<file path="src/rtl/ls_addr_gen_pkg.sv">
package ls_addr_gen_pkg;

  typedef enum logic [1:0] {
    IDX_OFFSET    = 2'd0,
    IDX_OFFSET_WB = 2'd1,
    IDX_POST      = 2'd2,
    IDX_RSVD      = 2'd3
  } idxMode_e;

  typedef enum logic [1:0] {
    OFF_IMM   = 2'd0,
    OFF_REG   = 2'd1,
    OFF_SHREG = 2'd2,
    OFF_RSVD  = 2'd3
  } offSel_e;

  typedef struct packed {
    logic useSum;   // access address takes base combined with offset
    logic wbReq;    // base update requested by the mode
  } agCtrl_t;

endpackage

</file>
<file path="src/rtl/ls_addr_gen_ctrl.sv">
module ls_addr_gen_ctrl
  import ls_addr_gen_pkg::*;
(
  input  logic [1:0] idxMode,
  output agCtrl_t    ctrl
);

  always_comb begin
    ctrl = '0;
    unique case (idxMode_e'(idxMode))
      IDX_OFFSET:    begin ctrl.useSum = 1'b1; ctrl.wbReq = 1'b0; end
      IDX_OFFSET_WB: begin ctrl.useSum = 1'b1; ctrl.wbReq = 1'b1; end
      IDX_POST:      begin ctrl.useSum = 1'b0; ctrl.wbReq = 1'b1; end
      default:       begin ctrl.useSum = 1'b1; ctrl.wbReq = 1'b0; end
    endcase
  end

endmodule

</file>
<file path="src/rtl/ls_addr_gen_dp.sv">
module ls_addr_gen_dp
  import ls_addr_gen_pkg::*;
#(
  parameter int WORD_W     = 32,
  parameter int IMM_W      = 12,
  parameter int SHAMT_W    = 5,
  parameter int ALIGN_BITS = 2,
  parameter bit HAS_SCALED = 1'b1
) (
  input  logic               clk,
  input  logic               rstN,
  input  agCtrl_t            ctrl,
  input  logic [WORD_W-1:0]  baseVal,
  input  logic [1:0]         offSel,
  input  logic [IMM_W-1:0]   immOff,
  input  logic [WORD_W-1:0]  regOff,
  input  logic [SHAMT_W-1:0] shAmt,
  input  logic               subtract,
  output logic [WORD_W-1:0]  accAddr,
  output logic               wbEn,
  output logic [WORD_W-1:0]  wbVal,
  output logic               alignFault
);

  localparam int IMM_PAD = WORD_W - IMM_W;

  logic [WORD_W-1:0] immExt;
  logic [WORD_W-1:0] scaledOff;
  logic [WORD_W-1:0] offVal;
  logic [WORD_W-1:0] sumVal;
  logic [WORD_W-1:0] addrNext;
  logic              faultNext;
  logic              primed;

  assign immExt = {{IMM_PAD{1'b0}}, immOff};

  generate
    if (HAS_SCALED) begin : g_scaled
      assign scaledOff = regOff << shAmt;
    end else begin : g_plain
      assign scaledOff = regOff;
    end
  endgenerate

  always_comb begin
    unique case (offSel_e'(offSel))
      OFF_REG:   offVal = regOff;
      OFF_SHREG: offVal = scaledOff;
      default:   offVal = immExt;
    endcase
  end

  assign sumVal    = subtract ? (baseVal - offVal) : (baseVal + offVal);
  assign addrNext  = ctrl.useSum ? sumVal : baseVal;
  assign faultNext = |addrNext[ALIGN_BITS-1:0];

  always_ff @(posedge clk) begin
    if (!rstN) begin
      accAddr    <= '0;
      wbVal      <= '0;
      wbEn       <= 1'b0;
      alignFault <= 1'b0;
      primed     <= 1'b0;
    end else begin
      accAddr    <= addrNext;
      wbVal      <= sumVal;
      wbEn       <= ctrl.wbReq & ~faultNext;
      alignFault <= faultNext;
      primed     <= 1'b1;
    end
  end

  assert_fault_blocks_wb_R7: assert property (@(posedge clk) disable iff (!rstN)
    alignFault |-> !wbEn);

  assert_fault_tracks_addr_R6: assert property (@(posedge clk) disable iff (!rstN)
    alignFault == (accAddr[ALIGN_BITS-1:0] != '0));

  assert_no_wb_offset_mode_R1: assert property (@(posedge clk) disable iff (!rstN)
    (primed && !$past(ctrl.wbReq)) |-> !wbEn);

  assert_post_uses_base_R3: assert property (@(posedge clk) disable iff (!rstN)
    (primed && !$past(ctrl.useSum)) |-> accAddr == $past(baseVal));

  assert_update_equals_addr_R2: assert property (@(posedge clk) disable iff (!rstN)
    (primed && $past(ctrl.useSum) && wbEn) |-> wbVal == accAddr);

  assert_reset_quiet_R10: assert property (@(posedge clk)
    !$past(rstN) |-> (!wbEn && !alignFault));

endmodule

</file>
<file path="src/rtl/ls_addr_gen.sv">
module ls_addr_gen
  import ls_addr_gen_pkg::*;
#(
  parameter int WORD_W     = 32,
  parameter int IMM_W      = 12,
  parameter int SHAMT_W    = 5,
  parameter int ALIGN_BITS = 2,
  parameter bit HAS_SCALED = 1'b1
) (
  input  logic               clk,
  input  logic               rstN,
  input  logic [WORD_W-1:0]  baseVal,
  input  logic [1:0]         offSel,
  input  logic [IMM_W-1:0]   immOff,
  input  logic [WORD_W-1:0]  regOff,
  input  logic [SHAMT_W-1:0] shAmt,
  input  logic               subtract,
  input  logic [1:0]         idxMode,
  output logic [WORD_W-1:0]  accAddr,
  output logic               wbEn,
  output logic [WORD_W-1:0]  wbVal,
  output logic               alignFault
);

  agCtrl_t ctrl;

  ls_addr_gen_ctrl u_ctrl (
    .idxMode (idxMode),
    .ctrl    (ctrl)
  );

  ls_addr_gen_dp #(
    .WORD_W     (WORD_W),
    .IMM_W      (IMM_W),
    .SHAMT_W    (SHAMT_W),
    .ALIGN_BITS (ALIGN_BITS),
    .HAS_SCALED (HAS_SCALED)
  ) u_dp (
    .clk        (clk),
    .rstN       (rstN),
    .ctrl       (ctrl),
    .baseVal    (baseVal),
    .offSel     (offSel),
    .immOff     (immOff),
    .regOff     (regOff),
    .shAmt      (shAmt),
    .subtract   (subtract),
    .accAddr    (accAddr),
    .wbEn       (wbEn),
    .wbVal      (wbVal),
    .alignFault (alignFault)
  );

endmodule

</file>
<file path="config.mk">
export PLATFORM = sky130hd
export DESIGN_NAME = ls_addr_gen
export DESIGN_NICKNAME = d
export VERILOG_FILES = /design/src/rtl/ls_addr_gen_pkg.sv /design/src/rtl/ls_addr_gen_ctrl.sv /design/src/rtl/ls_addr_gen_dp.sv /design/src/rtl/ls_addr_gen.sv
export SDC_FILE = /design/constraint.sdc
export NUM_CORES = 1
export LEC_CHECK = 0
export BUFFER_PORTS_ARGS = -buffer_cell sky130_fd_sc_hd__buf_2
export CAP_MARGIN = 20
export CORE_AREA = 2 2 118 120
export DETAILED_ROUTE_END_ITERATION = 16
export DIE_AREA = 0 0 120 122
export PLACE_DENSITY = 0.8
export SLEW_MARGIN = 30
export SYNTH_ARGS = -nofsm -noshare
export SYNTH_HDL_FRONTEND = slang
export SYNTH_SLANG_ARGS = --single-unit
</file>
<file path="constraint.sdc">
create_clock -name clk -period 12.4 [get_ports clk]
set_clock_uncertainty 0.05 [all_clocks]
set_input_delay 1.24 -clock clk [delete_from_list [all_inputs] [get_ports clk]]
set_output_delay 1.24 -clock clk [all_outputs]
set_load 0.05 [all_outputs]
</file>
==> results of run 1 <==
cell usage in the layout (no fill, tap or decap), types with 15 or more instances in the layout:
master	Yosys	routed
a21o_1	17	17
a21oi_1	66	66
and2_1	30	30
buf_2	9	153
dfxtp_1	66	66
ha_1	35	35
inv_1	20	20
mux2i_1	32	32
mux4_1	18	18
mux4_2	29	29
nand2_1	87	87
nand3_1	15	15
nor2_1	67	67
o21ai_0	33	33
xnor2_1	37	37
xor2_1	21	21
routing by layer:
| layer | wire length, um | share of wire |
|---|---|---|
| met5 | 0 | 0 |
| met4 | 989 | 0.045 |
| met3 | 1780 | 0.081 |
| met2 | 9890 | 0.45 |
| met1 | 9380 | 0.43 |
logic make-up (layout without fill, tap and decap cells):
group | after synthesis | count (layout) | share of synthesized area
adder cells (fa/ha/maj) | 36 | 36 | 0.0631
multiplexers | 93 | 93 | 0.223
XOR/XNOR | 58 | 58 | 0.0700
AO/OA/AOI/OAI | 224 | 224 | 0.209
flip-flops | 66 | 66 | 0.182
AND/OR/NAND/NOR | 285 | 285 | 0.199
buffers and inverters | 84 | 198 | 0.0542
final cells by class:
cell class	count	area [um2]	area share
tap	180	225	0.0272
inverter	22	82.6	0.00997
multi-input combinational	696	5540	0.669
clock inverter	3	40.0	0.00483
sequential	66	1320	0.160
timing repair buffer	161	826	0.0997
clock buffer	12	246	0.0298
report_power, final:
group          leakage (nW)  internal [W]  switching, W
clock network         0.142      0.000159     0.0000808
registers             0.550      0.000260     0.0000105
logic                  3.02      0.000210      0.000415
registers in the layout, summed over array words and instances (netlist names):
register,cells
u_dp.accAddr,32
u_dp.wbVal,32
u_dp.alignFault,1
u_dp.wbEn,1
through the flow:
step,instance area (um2),utilization
final,8280,0.613
after floorplan,7250,-
after detailed placement,8000,0.592
after global routing,8280,0.613
after global placement,8000,0.592
after CTS,8280,0.613
path summary, 6_finish.rpt:
path	from	to	slack (ps)	depth (start not counted)
max	shAmt[1]	u_dp.accAddr[31]	5280	23
min	baseVal[2]	u_dp.accAddr[2]	1120	3
==> results.md, run 1 <==
- Tot Pwr: ~0.0011 W
- Outcome: finished clean
- Top cell type's share of synthesized area: 0.182
- GRT Util Overall: 0.298
- Core area: ~14000 um2
- Post-Syn Instances: around 850
- Met1 Use GR: 0.395
- Antenna diode count: 0
- Worst path required time: 12530 ps
- Most used DFF post-synth: dfxtp_1
- CTS clk-pin slew, worst paths: around 50 ps
- Fin nets: 1080
- CTS root buf: clkbuf_16
- CP endpoint kind: flip-flop
- Min cycle time layout: a little over 7000 ps
- Crit path cell chain: buf_2 -> buf_4 -> mux4_1 -> mux2i_4 -> a211oi_1 -> a211o_1 -> nand3b_1 -> nor3_1 -> and3_1 -> and3b_1 -> or3_1 -> nand2_1 -> ha_1 -> a21oi_1 -> o211ai_1 -> a21o_1 -> a21o_1 -> a221o_1 -> a221oi_1 -> o21ai_0 -> a31oi_1 -> xnor2_1 -> a21oi_1
- Drt total wl: roughly 22000 um
- Worst hold margin: around 1100 ps
- Sink Count: 66
- Critical path buffers and inverters: 2
- M2 GR Usage: 0.482
- Yosys warnings: 0
- Vias per inst: approximately 6.3
- Fin crit share: 0.574
- Setup Slack @ Placement: between 5000 and 6000 ps
- Mapped cell area: around 7300 um2
- Vias in the first global route: 6506
- Hold Vio Cnt, Final: 0
- Die X: 120 um
- # Max-Cap Violations: 0
- FFs w/ async S/R, synth: 0
- Starting DRT DRC Count: 594
- Final cell count without fillers: around 1100
- Resize count post-CTS: 0
- Initial antenna violation count: 0
- HP Class: in2reg
- Post-CTS setup buffers: 0
- Leakage: approximately 3.7 nW
- Max-slew violations: 0
- Num ports: roughly 150
- EDFF count, synth: 0
- Drt wl/cell: 19.3 um
- Number of nets with antenna violations after routing: 0
- Max FO, Critical Path: 65
- TritonCTS clock tree: yes
- Unrepaired setup endpoints after global routing: no
- DRC Markers: 0
- Drt pass-1 iters: 5
- Syn Area/Cell: roughly 8.6 um2
- Most area-consuming cells after synthesis: dfxtp_1 18%, mux4_2 9.0%, mux4_1 6.5%
- Worst slew margin: 0.429
- Largest net degree at the start of global routing: 66
- Setup CP Type: in2reg
- Worst path max stage delay: 710 ps
- Final setup fails: 0
- Rows: 43
- Area leader, netlist: dfxtp_1
- GRT busiest layer: met2
- Max H-tree Level: 3
- Layout fillers: 1172
- Port Buffer Count: approximately 150
- Register area share after synthesis: 0.182
- PD cells: about 140 nW/um2
- Fraction of layout cells with a size suffix above 1: 0.238
- Commonest cells post-synth: 87 x nand2_1, 67 x nor2_1, 66 x a21oi_1, 66 x dfxtp_1, 41 x clkbuf_1
- Starting Density: 0.537
- WP data arrival: between 7000 and 8000 ps
- Yosys reg bits: 66
- Post-CTS Hold Buffers: 0
- # placed instances: around 1100
- GP Congestion: a little over 1
- Max stage delay cell, worst path: mux4_1
- Worst setup SP type: primary input
- Cts bufs inserted: 9
- Die Height: approximately 120 um
- Top-count cell post-synth: nand2_1
- Clock Path Buffers: 2
- Global routing met3 resource utilization: 0.0454
- Synth-to-layout area growth: 14.2%
- Worst slew pin tran: approximately 850 ps
- Final Worst Setup Slack: around 5300 ps
- Cell family with most CP delay: compound AO/OA/AOI/OAI gates
- Die area: ~15000 um2
- Max IR drop VDD: between 0.07 and 0.08 mV
- Synth Net Count: 970
- Detailed placement HPWL: 16700 um
- Via count: 7199
- Total grt overflow: 0
- First-pass GRT wire length: about 35000 um
- Fmax: between 100 and 150 MHz
- Synth cell types: 80
- Setup TNS Final: 0 ps
(Power assumes the default switching activity.)
==> run 2: changes to the inputs <==
--- a/config.mk
+++ b/config.mk
@@ -7,10 +7,10 @@
 export LEC_CHECK = 0
 export BUFFER_PORTS_ARGS = -buffer_cell sky130_fd_sc_hd__buf_2
 export CAP_MARGIN = 20
-export CORE_AREA = 2 2 118 120
+export CORE_AREA = 2 2 123 125
 export DETAILED_ROUTE_END_ITERATION = 16
-export DIE_AREA = 0 0 120 122
-export PLACE_DENSITY = 0.8
+export DIE_AREA = 0 0 125 127
+export PLACE_DENSITY = 0.77
 export SLEW_MARGIN = 30
 export SYNTH_ARGS = -nofsm -noshare
 export SYNTH_HDL_FRONTEND = slang
==> constraint.sdc (replaced) <==
create_clock -name clk -period 5.7 [get_ports clk]
set_clock_uncertainty 0.05 [all_clocks]
set_input_delay 0.57 -clock clk [delete_from_list [all_inputs] [get_ports clk]]
set_output_delay 0.57 -clock clk [all_outputs]
set_load 0.05 [all_outputs]
==> results.md, run 2 (synthesized netlist as in run 1, its figures left out) <==
- Clock Path Buffers: 2
- Drt total wl: around 23000 um
- HP Class: in2reg
- Crit path cell chain: clkbuf_4 -> mux4_1 -> mux4_2 -> o2bb2ai_1 -> a2111oi_2 -> nor4b_4 -> nand4bb_2 -> o31ai_1 -> xor2_1 -> ha_1 -> and3_1 -> a221o_1 -> a221oi_1 -> o21ai_0 -> a31oi_1 -> xnor2_1 -> a21oi_1
- Final cell count without fillers: roughly 1200
- Rows: 44
- Final setup fails: 0
- Min cycle time layout: about 5400 ps
- Drt wl/cell: approximately 19 um
- Leakage: a little over 4 nW
- First-pass GRT wire length: between 30000 and 40000 um
- Vias in the first global route: 7157
- Antenna diode count: 0
- DRC Markers: 0
- Number of nets with antenna violations after routing: 0
- Sw Share: 0.433
- Fraction of layout cells with a size suffix above 1: 0.300
- Final Worst Setup Slack: a little over 300 ps
- Setup CP Type: in2reg
- Outcome: finished clean
- Unrepaired setup endpoints after global routing: no
- Largest net degree at the start of global routing: 37
- Num ports: 154
- Worst setup SP type: primary input
- PD cells: 296 nW/um2
- Cts bufs inserted: 9
- Commonest cells after routing, fill and taps aside: 151 x buf_2, 87 x nand2_1, 76 x buf_4
- Clock network power share: 0.231
- Sink Count: 66
- Worst path max stage delay: about 630 ps
- Max FO, Critical Path: 13
- CP endpoint kind: flip-flop
- Critical path buffers and inverters: 1
- TritonCTS clock tree: yes
- Metal3 WL: between 1500 and 2000 um
- Starting DRT DRC Count: 717
- CTS root buf: clkbuf_16
- Total grt overflow: 0
- Fin crit share: 0.946
- Worst slew pin tran: between 500 and 600 ps
- Fin nets: about 1200
- Port Buffer Count: 153
- Top Layer Used: met4
- Max-slew violations: 0
- Worst path required time: 5840 ps
- Fmax: 186 MHz
- WP data arrival: roughly 5500 ps
- Die area: 15900 um2
- Via count: approximately 7500
- Starting Density: 0.503
- # placed instances: 1199
- # Max-Cap Violations: 0
- Hold Vio Cnt, Final: 0
- Met1 WL: 9610 um
- Core area: around 14000 um2
- Comb pwr share: 0.546
- P_int: 0.00150 W
- Synth-to-layout area growth: 23.0%
- Max stage delay cell, worst path: mux4_1
- Drt pass-1 iters: 6
- Die X: around 130 um
- Switching pwr: around 0.0011 W
- Worst slew margin: 0.598
- Detailed placement HPWL: 18500 um
- GP Congestion: 1.01
- Most common cell after layout, fill and taps aside: buf_2
- Max IR drop VDD: 0.193 mV
- Met2 WL: 10900 um
- Die Height: 127 um
- Max H-tree Level: 3
- Flop pwr share: 0.223
- Cell family with most CP delay: compound AO/OA/AOI/OAI gates
- Vias per inst: between 6 and 7
- CTS clk-pin slew, worst paths: about 50 ps
- GRT Util Overall: 0.290
- Setup Slack @ Placement: -46.2 ps
- Regs by FF count: u_dp.accAddr (32), u_dp.wbVal (32)
- Initial antenna violation count: 0
[run 2: cell types whose count changed in the layout (fill, tap and decap cells not counted), sizes merged]
cell	change
buf	+68
bufinv	+1
clkinv	-1
clkinvlp	+1
clkbuf	+2
[run 2: worst paths after layout]
| path | startpoint | endpoint | slack, ps | cells after the start |
|---|---|---|---|---|
| worst max-delay path | shAmt[1] | u_dp.accAddr[31] | 310 | 17 |
| worst min-delay path | baseVal[5] | u_dp.accAddr[5] | 460 | 3 |
[run 2: layer usage]
metal / global-route usage / vias to the layer above
met3: 0.0364 / 59
met2: 0.501 / 430
met5: 0 / -
met4: 0.117 / 0
met1: 0.371 / 3491
li1: - / 3545
[run 2: final cells by class]
cell class                 count  area, um2
clock buffer                  12        267
fill                        1256       5500
sequential                    66       1320
tap                          184        230
multi-input combinational    696       5580
inverter                      22       82.6
timing repair buffer         231       1360
clock inverter                 4       72.6
[run 2: tightest hold or removal path, cell delays in order]
cell and delay (ps):
buf_2 100, a21oi_1 60, nor2_1 70
[run 2: repair_timing]
item | 4_1_cts | 5_1_grt
endpoints found under the setup margin | 0 | 10
buffers inserted | 0 | 0
hold buffers | 0 | 0
gates resized for setup | 0 | 12
[run 2: power groups by stage]
stage	clock [W]	combinational, W	sequential (W)
3_5_place_dp	0	0.00142	0.000599
4_1_cts	0.000614	0.00143	0.000591
6_report	0.000609	0.00144	0.000589
5_1_grt	0.000639	0.00155	0.000598
2_1_floorplan	0	0.000680	0.000964
3_3_place_gp	0	0.00140	0.000597
[run 2: through the flow]
step / total power [W] / util / setup TNS, ps / cell area, um2 / hold WS, ps
6_report: 0.00264 / 0.618 / 0 / 8920 / 459
5_1_grt: 0.00278 / 0.618 / 0 / 8920 / 473
4_1_cts: 0.00263 / 0.615 / 0 / 8860 / 454
3_5_place_dp: 0.00202 / 0.591 / -102 / 8530 / 789
3_3_place_gp: 0.00200 / 0.591 / 0 / 8530 / 775
2_1_floorplan: 0.00164 / - / 0 / 7250 / 663
==> run 3: changes to the inputs <==
--- a/config.mk
+++ b/config.mk
@@ -11,6 +11,7 @@
 export DETAILED_ROUTE_END_ITERATION = 16
 export DIE_AREA = 0 0 125 127
 export PLACE_DENSITY = 0.77
+export RECOVER_POWER = 100
 export SLEW_MARGIN = 30
 export SYNTH_ARGS = -nofsm -noshare
 export SYNTH_HDL_FRONTEND = slang
==> results.md, run 3 (synthesized netlist as in run 1, its figures left out) <==
- Hold Vio Cnt, Final: 0
- Core area: 14400 um2
- Initial antenna violation count: 0
- Rows: between 40 and 50
- Worst setup SP type: primary input
- Final Worst Setup Slack: just over 300 ps
- Num ports: approximately 150
- Max-slew violations: 0
- Worst slew margin: 0.571
- Detailed placement HPWL: 18500 um
- Port Buffer Count: 153
- Die Height: between 100 and 150 um
- Vias in the first global route: between 7000 and 8000
- Max H-tree Level: 3
- GP Congestion: slightly above 1
- Vias per inst: 6.19
- Worst slew pin tran: around 650 ps
- Sink Count: 66
- Fraction of layout cells with a size suffix above 1: 0.232
- Max stage delay cell, worst path: mux4_1
- Commonest cells after routing, fill and taps aside: 87 x nand2_1, 85 x buf_2, 71 x buf_4
- Min cycle time layout: ~5400 ps
- Via count: ~7500
- Worst path max stage delay: about 640 ps
- Leakage: around 3.8 nW
- Synth-to-layout area growth: 21.7%
- HP Class: in2reg
- Unrepaired setup endpoints after global routing: no
- PD cells: 296 nW/um2
- CP startpoint: shAmt[1]
- CTS root buf: clkbuf_16
- Crit path cell chain: clkbuf_4 -> mux4_1 -> mux4_2 -> o2bb2ai_1 -> a2111oi_2 -> nor4b_4 -> nand4bb_2 -> o31ai_1 -> xor2_1 -> ha_1 -> and3_1 -> a221o_1 -> a221oi_1 -> o21ai_0 -> a31oi_1 -> xnor2_1 -> a21oi_1
- Starting Density: 0.503
- Die X: ~130 um
- WP data arrival: roughly 5500 ps
- Setup CP Type: in2reg
- Drt total wl: roughly 23000 um
- Starting DRT DRC Count: roughly 740
- Total grt overflow: 0
- Clock Path Buffers: 2
- Fmax: about 190 MHz
- Regs by FF count: u_dp.accAddr (32), u_dp.wbVal (32)
- Layout fillers: 1311
- Post-CTS setup buffers: 0
- CP endpoint kind: flip-flop
- Cell family with most CP delay: compound AO/OA/AOI/OAI gates
- Drt pass-1 iters: 7
- GRT Util Overall: 0.290
- Final setup fails: 0
- Max FO, Critical Path: 13
- Antenna diode count: 0
- # placed instances: around 1200
- Worst path required time: about 5800 ps
- Max IR drop VDD: between 0.15 and 0.2 mV
- Die area: between 15000 and 20000 um2
- First-pass GRT wire length: approximately 37000 um
- DRC Markers: 0
- Worst hold start: baseVal[5]
- TritonCTS clock tree: yes
- # Max-Cap Violations: 0
- Fin crit share: 0.946
- Number of nets with antenna violations after routing: 0
- Cts bufs inserted: 9
- CTS clk-pin slew, worst paths: about 50 ps
- Drt wl/cell: roughly 19 um
- Largest net degree at the start of global routing: 37
- Outcome: finished clean
- Most common cell after layout, fill and taps aside: nand2_1
- Setup Slack @ Placement: -46.2 ps
- Critical path buffers and inverters: 1
- Fin nets: 1150
- Final cell count without fillers: 1215
[run 3: cell count changes in the layout (fill, tap and decap cells not counted)]
cell and delta:
and2_0 +15, and2_1 -15, buf_2 -66, buf_4 -5
clkbuf_1 +69, clkbuf_4 +2, mux2_1 +1, mux2_2 -1
[run 3: final cells by class]
type,count,area [um2],share of cell area
Inverter,22,82.6,0.00936
Multi-Input combinational cell,696,5580,0.633
Timing Repair Buffer,231,1270,0.144
Tap cell,184,230,0.0261
Clock buffer,12,267,0.0302
Clock inverter,4,72.6,0.00822
Sequential cell,66,1320,0.150
[run 3: worst min-delay path, cell delays in order]
cell	delay (ps)
buf_2	100
a21oi_1	60
nor2_1	70
[run 3: per-layer routing]
| metal | up-vias | track usage | wire, um |
|---|---|---|---|
| li1 | 3541 | - | - |
| met1 | 3518 | 0.371 | 9790 |
| met2 | 402 | 0.501 | 11000 |
| met3 | 55 | 0.0364 | 1740 |
| met4 | 0 | 0.117 | 927 |
| met5 | - | 0 | 0 |
[run 3: metrics by stage]
stage | util | total power (W) | hold slack, ps | setup TNS, ps | instance area [um2]
after floorplan | - | 0.00164 | 663 | 0 | 7250
after global placement | 0.591 | 0.00200 | 775 | 0 | 8530
after detailed placement | 0.591 | 0.00202 | 789 | -102 | 8530
after CTS | 0.615 | 0.00263 | 454 | 0 | 8860
after global routing | 0.612 | 0.00275 | 473 | 0 | 8830
final | 0.612 | 0.00261 | 460 | 0 | 8830
[run 3: power by group]
part | internal (W) | total, W | switching (W)
sequential | 0.000565 | 0.000593 | 0.0000280
clock | 0.000417 | 0.000610 | 0.000193
combinational | 0.000481 | 0.00141 | 0.000927
total | 0.00146 | 0.00261 | 0.00115
[run 3: worst paths after layout]
kind,to,slack (ps),cells past startpoint
setup / recovery,u_dp.accAddr[31],310,17
hold / removal,u_dp.accAddr[5],460,3
[run 3: timing repair]
| item | 4_1_cts | 5_1_grt |
|---|---|---|
| setup endpoints to repair | 0 | 10 |
| resized for setup | 0 | 12 |
| hold buffers | 0 | 0 |
